`src/rtl/lsu_align_pkg.sv`:
```
// Shared types and constants for the load/store alignment unit.
// Assumes a memory word of four 8-bit lanes.
package lsu_align_pkg;
    localparam int unsigned LANE_W     = 8;
    localparam int unsigned WORD_LANES = 4;
    localparam int unsigned WORD_W     = LANE_W * WORD_LANES;
    localparam int unsigned LANE_IDX_W = $clog2(WORD_LANES);

    typedef enum logic [1:0] {
        SZ_BYTE = 2'd0,
        SZ_HALF = 2'd1,
        SZ_WORD = 2'd2,
        SZ_RSVD = 2'd3
    } acc_size_e;
endpackage

```
`src/rtl/lsu_addr_gen.sv`:
```
// Effective address adder and natural-alignment checker.
// Assumes the offset is a two's-complement byte count narrower than the address.
module lsu_addr_gen #(
    parameter int unsigned ADDR_W = 32,
    parameter int unsigned OFF_W  = 16
) (
    input  logic [ADDR_W-1:0]       base,
    input  logic [OFF_W-1:0]        offset,
    input  lsu_align_pkg::acc_size_e size,
    output logic [ADDR_W-1:0]       eff_addr,
    output logic                    misaligned
);
    import lsu_align_pkg::*;

    localparam int unsigned EXT_W = ADDR_W - OFF_W;

    // Sum the base and the sign-extended offset.
    always_comb begin
        eff_addr = base + {{EXT_W{offset[OFF_W-1]}}, offset};
    end

    // Flag addresses that are not a multiple of the access size.
    always_comb begin
        unique case (size)
            SZ_BYTE: misaligned = 1'b0;
            SZ_HALF: misaligned = eff_addr[0];
            SZ_WORD: misaligned = |eff_addr[1:0];
            default: misaligned = 1'b1;
        endcase
    end
endmodule

```
`src/rtl/lsu_lane_map.sv`:
```
// Maps the byte offset within a word to the lowest memory lane used by the access.
// Assumes the access is aligned; BIG_ENDIAN selects the lane numbering.
module lsu_lane_map #(
    parameter bit BIG_ENDIAN = 1'b0
) (
    input  logic [lsu_align_pkg::LANE_IDX_W-1:0] byte_off,
    input  lsu_align_pkg::acc_size_e             size,
    output logic [lsu_align_pkg::LANE_IDX_W-1:0] low_lane
);
    import lsu_align_pkg::*;

    localparam logic [LANE_IDX_W-1:0] TOP_LANE  = LANE_IDX_W'(WORD_LANES - 1);
    localparam logic [LANE_IDX_W-1:0] HALF_TOP  = LANE_IDX_W'(WORD_LANES - 2);

    generate
        if (BIG_ENDIAN) begin : g_big
            // Lower addresses occupy higher lanes.
            always_comb begin
                unique case (size)
                    SZ_BYTE: low_lane = TOP_LANE - byte_off;
                    SZ_HALF: low_lane = HALF_TOP - byte_off;
                    default: low_lane = '0;
                endcase
            end
        end else begin : g_little
            // Lane index equals the byte offset.
            always_comb begin
                unique case (size)
                    SZ_BYTE, SZ_HALF: low_lane = byte_off;
                    default:          low_lane = '0;
                endcase
            end
        end
    endgenerate
endmodule

```
`src/rtl/lsu_store_lane.sv`:
```
// Builds lane byte enables and lane-replicated write data for a store.
// Assumes low_lane comes from lsu_lane_map for an aligned access.
module lsu_store_lane (
    input  lsu_align_pkg::acc_size_e              size,
    input  logic [lsu_align_pkg::LANE_IDX_W-1:0]  low_lane,
    input  logic [lsu_align_pkg::WORD_W-1:0]      wdata_in,
    output logic [lsu_align_pkg::WORD_LANES-1:0]  lane_be,
    output logic [lsu_align_pkg::WORD_W-1:0]      wdata_out
);
    import lsu_align_pkg::*;

    // Select which lanes the access touches.
    always_comb begin
        unique case (size)
            SZ_BYTE: lane_be = WORD_LANES'(1) << low_lane;
            SZ_HALF: lane_be = WORD_LANES'(3) << low_lane;
            default: lane_be = '1;
        endcase
    end

    // Place source bytes in every lane so any enabled lane sees its byte.
    for (genvar k = 0; k < WORD_LANES; k++) begin : g_lane
        always_comb begin
            unique case (size)
                SZ_BYTE: wdata_out[k*LANE_W +: LANE_W] = wdata_in[0 +: LANE_W];
                SZ_HALF: wdata_out[k*LANE_W +: LANE_W] = wdata_in[(k % 2)*LANE_W +: LANE_W];
                default: wdata_out[k*LANE_W +: LANE_W] = wdata_in[k*LANE_W +: LANE_W];
            endcase
        end
    end
endmodule

```
`src/rtl/lsu_load_extract.sv`:
```
// Selects the addressed bytes of a read word and extends them to a full word.
// Assumes low_lane and size were captured with the originating request.
module lsu_load_extract (
    input  logic [lsu_align_pkg::WORD_W-1:0]     rdata,
    input  logic [lsu_align_pkg::LANE_IDX_W-1:0] low_lane,
    input  lsu_align_pkg::acc_size_e             size,
    input  logic                                 zero_ext,
    output logic [lsu_align_pkg::WORD_W-1:0]     result
);
    import lsu_align_pkg::*;

    localparam int unsigned HALF_W = 2 * LANE_W;

    logic [WORD_W-1:0] shifted;
    logic [LANE_W-1:0] sel_byte;
    logic [HALF_W-1:0] sel_half;

    // Move the lowest used lane down to bit 0.
    always_comb begin
        shifted  = rdata >> {low_lane, 3'b000};
        sel_byte = shifted[LANE_W-1:0];
        sel_half = shifted[HALF_W-1:0];
    end

    // Extend the selected field according to size and signedness.
    always_comb begin
        unique case (size)
            SZ_BYTE: result = {{(WORD_W-LANE_W){sel_byte[LANE_W-1] & ~zero_ext}}, sel_byte};
            SZ_HALF: result = {{(WORD_W-HALF_W){sel_half[HALF_W-1] & ~zero_ext}}, sel_half};
            default: result = rdata;
        endcase
    end
endmodule

```
`src/rtl/lsu_align_unit.sv`:
```
// Top of the load/store alignment unit: address generation, alignment check,
// store lane steering and a one-cycle registered load response path.
// Assumes a synchronous-read memory returning data the cycle after mem_re.
module lsu_align_unit #(
    parameter int unsigned ADDR_W     = 32,
    parameter int unsigned OFF_W      = 16,
    parameter bit          BIG_ENDIAN = 1'b0
) (
    input  logic              clk,
    input  logic              rst_n,
    input  logic              req_valid,
    input  logic              req_write,
    input  logic [1:0]        req_size,
    input  logic              req_unsigned,
    input  logic [ADDR_W-1:0] req_base,
    input  logic [OFF_W-1:0]  req_offset,
    input  logic [31:0]       req_wdata,
    output logic              addr_err,
    output logic [ADDR_W-1:0] mem_addr,
    output logic              mem_we,
    output logic              mem_re,
    output logic [3:0]        mem_be,
    output logic [31:0]       mem_wdata,
    input  logic [31:0]       mem_rdata,
    output logic              rsp_valid,
    output logic [31:0]       rsp_data
);
    import lsu_align_pkg::*;

    acc_size_e             size_q;
    acc_size_e             req_sz;
    logic                  misaligned;
    logic [LANE_IDX_W-1:0] req_lane;
    logic [WORD_LANES-1:0] lane_be;
    logic [WORD_W-1:0]     lane_wdata;
    logic [WORD_W-1:0]     ext_data;
    logic                  ld_pend_q;
    logic [LANE_IDX_W-1:0] ld_lane_q;
    logic                  ld_zext_q;
    logic                  accept_ld;

    assign req_sz = acc_size_e'(req_size);

    lsu_addr_gen #(.ADDR_W(ADDR_W), .OFF_W(OFF_W)) i_addr_gen (
        .base       (req_base),
        .offset     (req_offset),
        .size       (req_sz),
        .eff_addr   (mem_addr),
        .misaligned (misaligned)
    );

    lsu_lane_map #(.BIG_ENDIAN(BIG_ENDIAN)) i_lane_map (
        .byte_off (mem_addr[LANE_IDX_W-1:0]),
        .size     (req_sz),
        .low_lane (req_lane)
    );

    lsu_store_lane i_store_lane (
        .size      (req_sz),
        .low_lane  (req_lane),
        .wdata_in  (req_wdata),
        .lane_be   (lane_be),
        .wdata_out (lane_wdata)
    );

    lsu_load_extract i_load_extract (
        .rdata    (mem_rdata),
        .low_lane (ld_lane_q),
        .size     (size_q),
        .zero_ext (ld_zext_q),
        .result   (ext_data)
    );

    // Gate memory strobes and enables with the alignment result.
    always_comb begin
        addr_err  = req_valid & misaligned;
        mem_we    = req_valid & req_write & ~misaligned;
        mem_re    = req_valid & ~req_write & ~misaligned;
        mem_be    = (req_valid & ~misaligned) ? lane_be : '0;
        mem_wdata = lane_wdata;
        accept_ld = mem_re;
    end

    // Capture the decode of an accepted load for the response cycle.
    always_ff @(posedge clk) begin
        if (!rst_n) begin
            ld_pend_q <= 1'b0;
            ld_lane_q <= '0;
            ld_zext_q <= 1'b0;
            size_q    <= SZ_WORD;
        end else begin
            ld_pend_q <= accept_ld;
            if (accept_ld) begin
                ld_lane_q <= req_lane;
                ld_zext_q <= req_unsigned;
                size_q    <= req_sz;
            end
        end
    end

    // Present the extended result only while a response is due.
    always_comb begin
        rsp_valid = ld_pend_q;
        rsp_data  = ld_pend_q ? ext_data : '0;
    end
endmodule

```
`config.mk`:
```
export PLATFORM = sky130hd
export DESIGN_NAME = lsu_align_unit
export DESIGN_NICKNAME = d
export VERILOG_FILES = /design/src/rtl/lsu_align_pkg.sv /design/src/rtl/lsu_addr_gen.sv /design/src/rtl/lsu_lane_map.sv /design/src/rtl/lsu_store_lane.sv /design/src/rtl/lsu_load_extract.sv /design/src/rtl/lsu_align_unit.sv
export SDC_FILE = /design/constraint.sdc
export NUM_CORES = 1
export LEC_CHECK = 0
export ABC_CLOCK_PERIOD_IN_PS = 3800
export BUFFER_PORTS_ARGS = -buffer_cell sky130_fd_sc_hd__buf_2
export CORE_MARGIN = 2
export CORE_UTILIZATION = 42
export CTS_CLUSTER_DIAMETER = 80
export DETAILED_ROUTE_END_ITERATION = 8
export PLACE_DENSITY_LB_ADDON = 0.2
export SYNTH_ARGS = -nofsm -noshare
export SYNTH_HDL_FRONTEND = slang
export SYNTH_SLANG_ARGS = --single-unit
export TNS_END_PERCENT = 30
```
`constraint.sdc`:
```
create_clock -name clk -period 3.8 [get_ports clk]
set_clock_uncertainty 0.1 [all_clocks]
set_input_delay 0.38 -clock clk [delete_from_list [all_inputs] [get_ports clk]]
set_output_delay 0.38 -clock clk [all_outputs]
set_load 0.005 [all_outputs]
```
==> qor.csv <==
stage;metric;value;unit
placement;pre_cts_slack;382;ps
placement;hpwlAfterDp;8600;µm
floorplanning;start_util;0.427;
logic_synthesis;netlist.area_leader.share;0.127;
timing;tns;0;ps
drt;remaining_design_rule_violation_count;0;
pwr;power.share.clock;0.122;
pwr;leakagePower;2.20;nW
timing;max_slew_violations;0;
drt;num_vias;4066;
cells_and_area;insertedDiodeCount;0;
logic_synthesis;synth.top_cells.by_area;sky130_fd_sc_hd__ha_1 13%, sky130_fd_sc_hd__a21oi_1 9.2%, sky130_fd_sc_hd__o21ai_0 8.5%;
logic_synthesis;synthArstFlopShare;0;
drt;route.met2.wl;5120;µm
floorplanning;placeableCoreArea;0.00714;mm²
global_routing;grt_first_pass_wirelength;15500;µm
logic_synthesis;syn_area_per_cell;6.52;µm²
logic_synthesis;nets_in_the_synthesized_netlist;619;
clocking;cts_tree;built;
global_routing;initial_antenna_violation_count;0;
logic_synthesis;post_synth_instance_area;0.00305;mm²
clocking;postCtsResizedCells;0;
logic_synthesis;ys_dominant_reg_cell;sky130_fd_sc_hd__dfxtp_1;
pwr;power-per-cell-area;182;mW/mm²
setup_path;crit_slowest_cell;sky130_fd_sc_hd__fa_1;
setup_path;cpPeakStageDelay;400;ps
clocking;worstSkewPairLatency;220;ps
drt;wl_per_cell;13.4;µm
clocking;cts.clk_slew.worst_paths;30;ps
flow_run;drv_cap;0;
pwr;power.share.switching;0.450;
clocking;cts.sinks;6;
timing;worstMarginPinSlew;677;ps
pwr;power;0.765;mW
timing;final.hold.worst_slack;286;ps
timing;grt_setup_unrepaired;no;
logic_synthesis;synthesis.instances;468;
setup_path;cp_data_required_time;3320;ps
clocking;cts_made_buffers;3;
timing;setup_viol;0;
setup_path;crit_path_end_kind;output pin;
timing;hold_viol_final;0;
placement;dpl_cell_area;0.00416;mm²
setup_path;worstPathArrival;2940;ps
setup_path;cp_top_family;compound AO/OA/AOI/OAI gates;
drt;met3_length;755;µm
logic_synthesis;ys.warnings.count;0;
pwr;peakVddDrop;102;µV
cells_and_area;finalCoreUtilization;0.588;
run_status;outcome;completed;
timing;setup_ws;383;ps
drt;firstDrtPassIters;4;
global_routing;track_usage;0.234;
logic_synthesis;netlist_cell_types;61;
floorplanning;dieArea;0.00796;mm²
clocking;ctsHoldBuffers;0;
global_routing;congestion_overflow_gr;0;
drt;wl_met1;4190;µm
cells_and_area;layout-drive-gt1-share;0.395;
cells_and_area;final_area;0.00420;mm²
cells_and_area;layout-area-overhead-vs-synth;37.6;%
pwr;power_switching;0.344;mW
hold_path;min-delay-path-class;in2reg;
clocking;clock_tree.htree_level_count;1;
logic_synthesis;synth.yosys.seq_area_share;0.0394;
placement;globalplace.congestion;0.897;
pwr;pwr-share-comb;0.786;
drt;drt-total-wl;10300;µm
drt;highest_layer;met4;
setup_path;critPathMostFrequentCell;sky130_fd_sc_hd__buf_2;
setup_path;chain_of_cells_forming_the_critical_path;buf_2, ha_1, fa_1, a21o_2, a221o_1, a211oi_4, o21a_2, o221ai_2, a21oi_2, o21ai_1, xor2_1, buf_2;
timing;relSlewSlack;0.547;
floorplanning;die_width;89.2;µm
clocking;ctsLongestPathBuffers;2;
floorplanning;site_row_count;31;
global_routing;grt_max_degree;37;
timing;final.period_utilization;0.899;
logic_synthesis;synthDominantAreaCellType;sky130_fd_sc_hd__ha_1;
clocking;postCtsSetupBuffers;0;
setup_path;worst_setup_path_start_kind;input pin;
floorplanning;die_h;89.2;µm
placement;io_buffers;222;
setup_path;setup_crit_path_kind;in2out;
pwr;internal_power;0.421;mW
logic_synthesis;synth.ff_latch_count;6;
drt;routed_via_density;5.33;
logic_synthesis;synth_edf_count;0;
cells_and_area;layout.cells.non_filler;763;
drt;drt.antenna.violating_nets;0;
floorplanning;io-pin-count;223;
setup_path;r2r_setup_slack;2350;ps
setup_path;critPathMaxFanout;4;
timing;final_period_minus_worst_setup_slack;3420;ps
timing;fmax;293;MHz
clocking;cts.root.buffer_cell;sky130_fd_sc_hd__clkbuf_8;
placement;placed_cells_incl_taps;760;
cells_and_area;nNetsFinal;817;
setup_path;timing.critical_path.buf_inv;2;
drt;drt_first_iter_violations;98;
global_routing;first_global_vias;3523;
pwr;seq_power_share;0.092;
synthesized netlist by cell type (all sizes together) (3+ instances only):
cell type	instances
nand3	11
dfxtp	6
a21o	10
o21a	3
o21ai	57
inv	25
mux2	17
clkbuf	21
nor3b	3
xnor2	18
mux2i	17
nor2b	6
ha	31
a31oi	5
and3	4
nor3	7
nor2	48
xor2	13
a21oi	57
nand4	3
a211oi	4
nand2	54
buf	11
cell families (layout without fill, tap and decap cells):
| group | Yosys count | count (layout) | share of synthesized area |
|---|---|---|---|
| compound gates | 160 | 160 | 0.319 |
| flops | 6 | 6 | 0.0394 |
| mux | 34 | 34 | 0.119 |
| simple gates | 146 | 146 | 0.217 |
| fa+ha+maj | 32 | 32 | 0.134 |
| buf+inv | 59 | 255 | 0.0829 |
| xor+xnor | 31 | 31 | 0.0890 |
final cells by class:
| type | instances | area [µm²] |
|---|---|---|
| flip-flops and latches | 6 | 120 |
| clock buffers | 3 | 41.3 |
| repair buffers | 225 | 1130 |
| inverters | 27 | 101 |
| multi-input cells | 403 | 2680 |
| well taps | 99 | 124 |
| fillers | 744 | 2940 |
path summary, 6_finish.rpt:
| check | start | to | cells after the start |
|---|---|---|---|
| max | req_base[0] | mem_addr[28] | 12 |
| min | rst_n | size_q[1] | 2 |
| max reg2reg | size_q[1] | size_q[1] | 3 |
| min reg2reg | ld_zext_q | ld_zext_q | 2 |
placed cells by master, fill, tap and decap left out, types with 4 or more instances in the layout:
cell	n
sky130_fd_sc_hd__ha_1	31
sky130_fd_sc_hd__o21ai_1	4
sky130_fd_sc_hd__mux2_2	17
sky130_fd_sc_hd__nand3_1	11
sky130_fd_sc_hd__a21o_1	8
sky130_fd_sc_hd__mux2i_1	17
sky130_fd_sc_hd__nor2b_1	5
sky130_fd_sc_hd__buf_2	222
sky130_fd_sc_hd__nor2_1	47
sky130_fd_sc_hd__a21oi_1	56
sky130_fd_sc_hd__o21ai_0	52
sky130_fd_sc_hd__nand2_1	54
sky130_fd_sc_hd__xnor2_1	18
sky130_fd_sc_hd__a31oi_1	5
sky130_fd_sc_hd__dfxtp_1	6
sky130_fd_sc_hd__inv_1	25
sky130_fd_sc_hd__xor2_1	13
sky130_fd_sc_hd__nor3_1	6
flip-flops by register name, indices dropped and copies added (netlist names):
signal / flops
ld_lane_q: 2
rsp_valid: 1
ld_zext_q: 1
size_q: 2
layer usage:
| layer | vias up | GRT usage |
|---|---|---|
| met2 | 171 | 0.433 |
| met4 | 0 | 0.0624 |
| met3 | 18 | 0.0295 |
| li1 | 2065 | - |
| met5 | - | 0 |
| met1 | 1812 | 0.284 |
worst register-to-register path: cells and delay by family (launching register included):
| kind | cells | cell delay [ps] |
|---|---|---|
| compound gates | 1 | 270 |
| flops | 1 | 310 |
| buf+inv | 2 | 690 |
power by group through the flow:
stage | clock network, mW | registers (mW) | logic, mW
finish | 0.0935 | 0.0701 | 0.602
floorplan | 0 | 0.0682 | 0.368
detailed placement | 0 | 0.0710 | 0.597
global placement | 0 | 0.0707 | 0.588
global route | 0.101 | 0.0705 | 0.670
CTS | 0.0967 | 0.0701 | 0.602
Power figures use the tool's default switching activity.
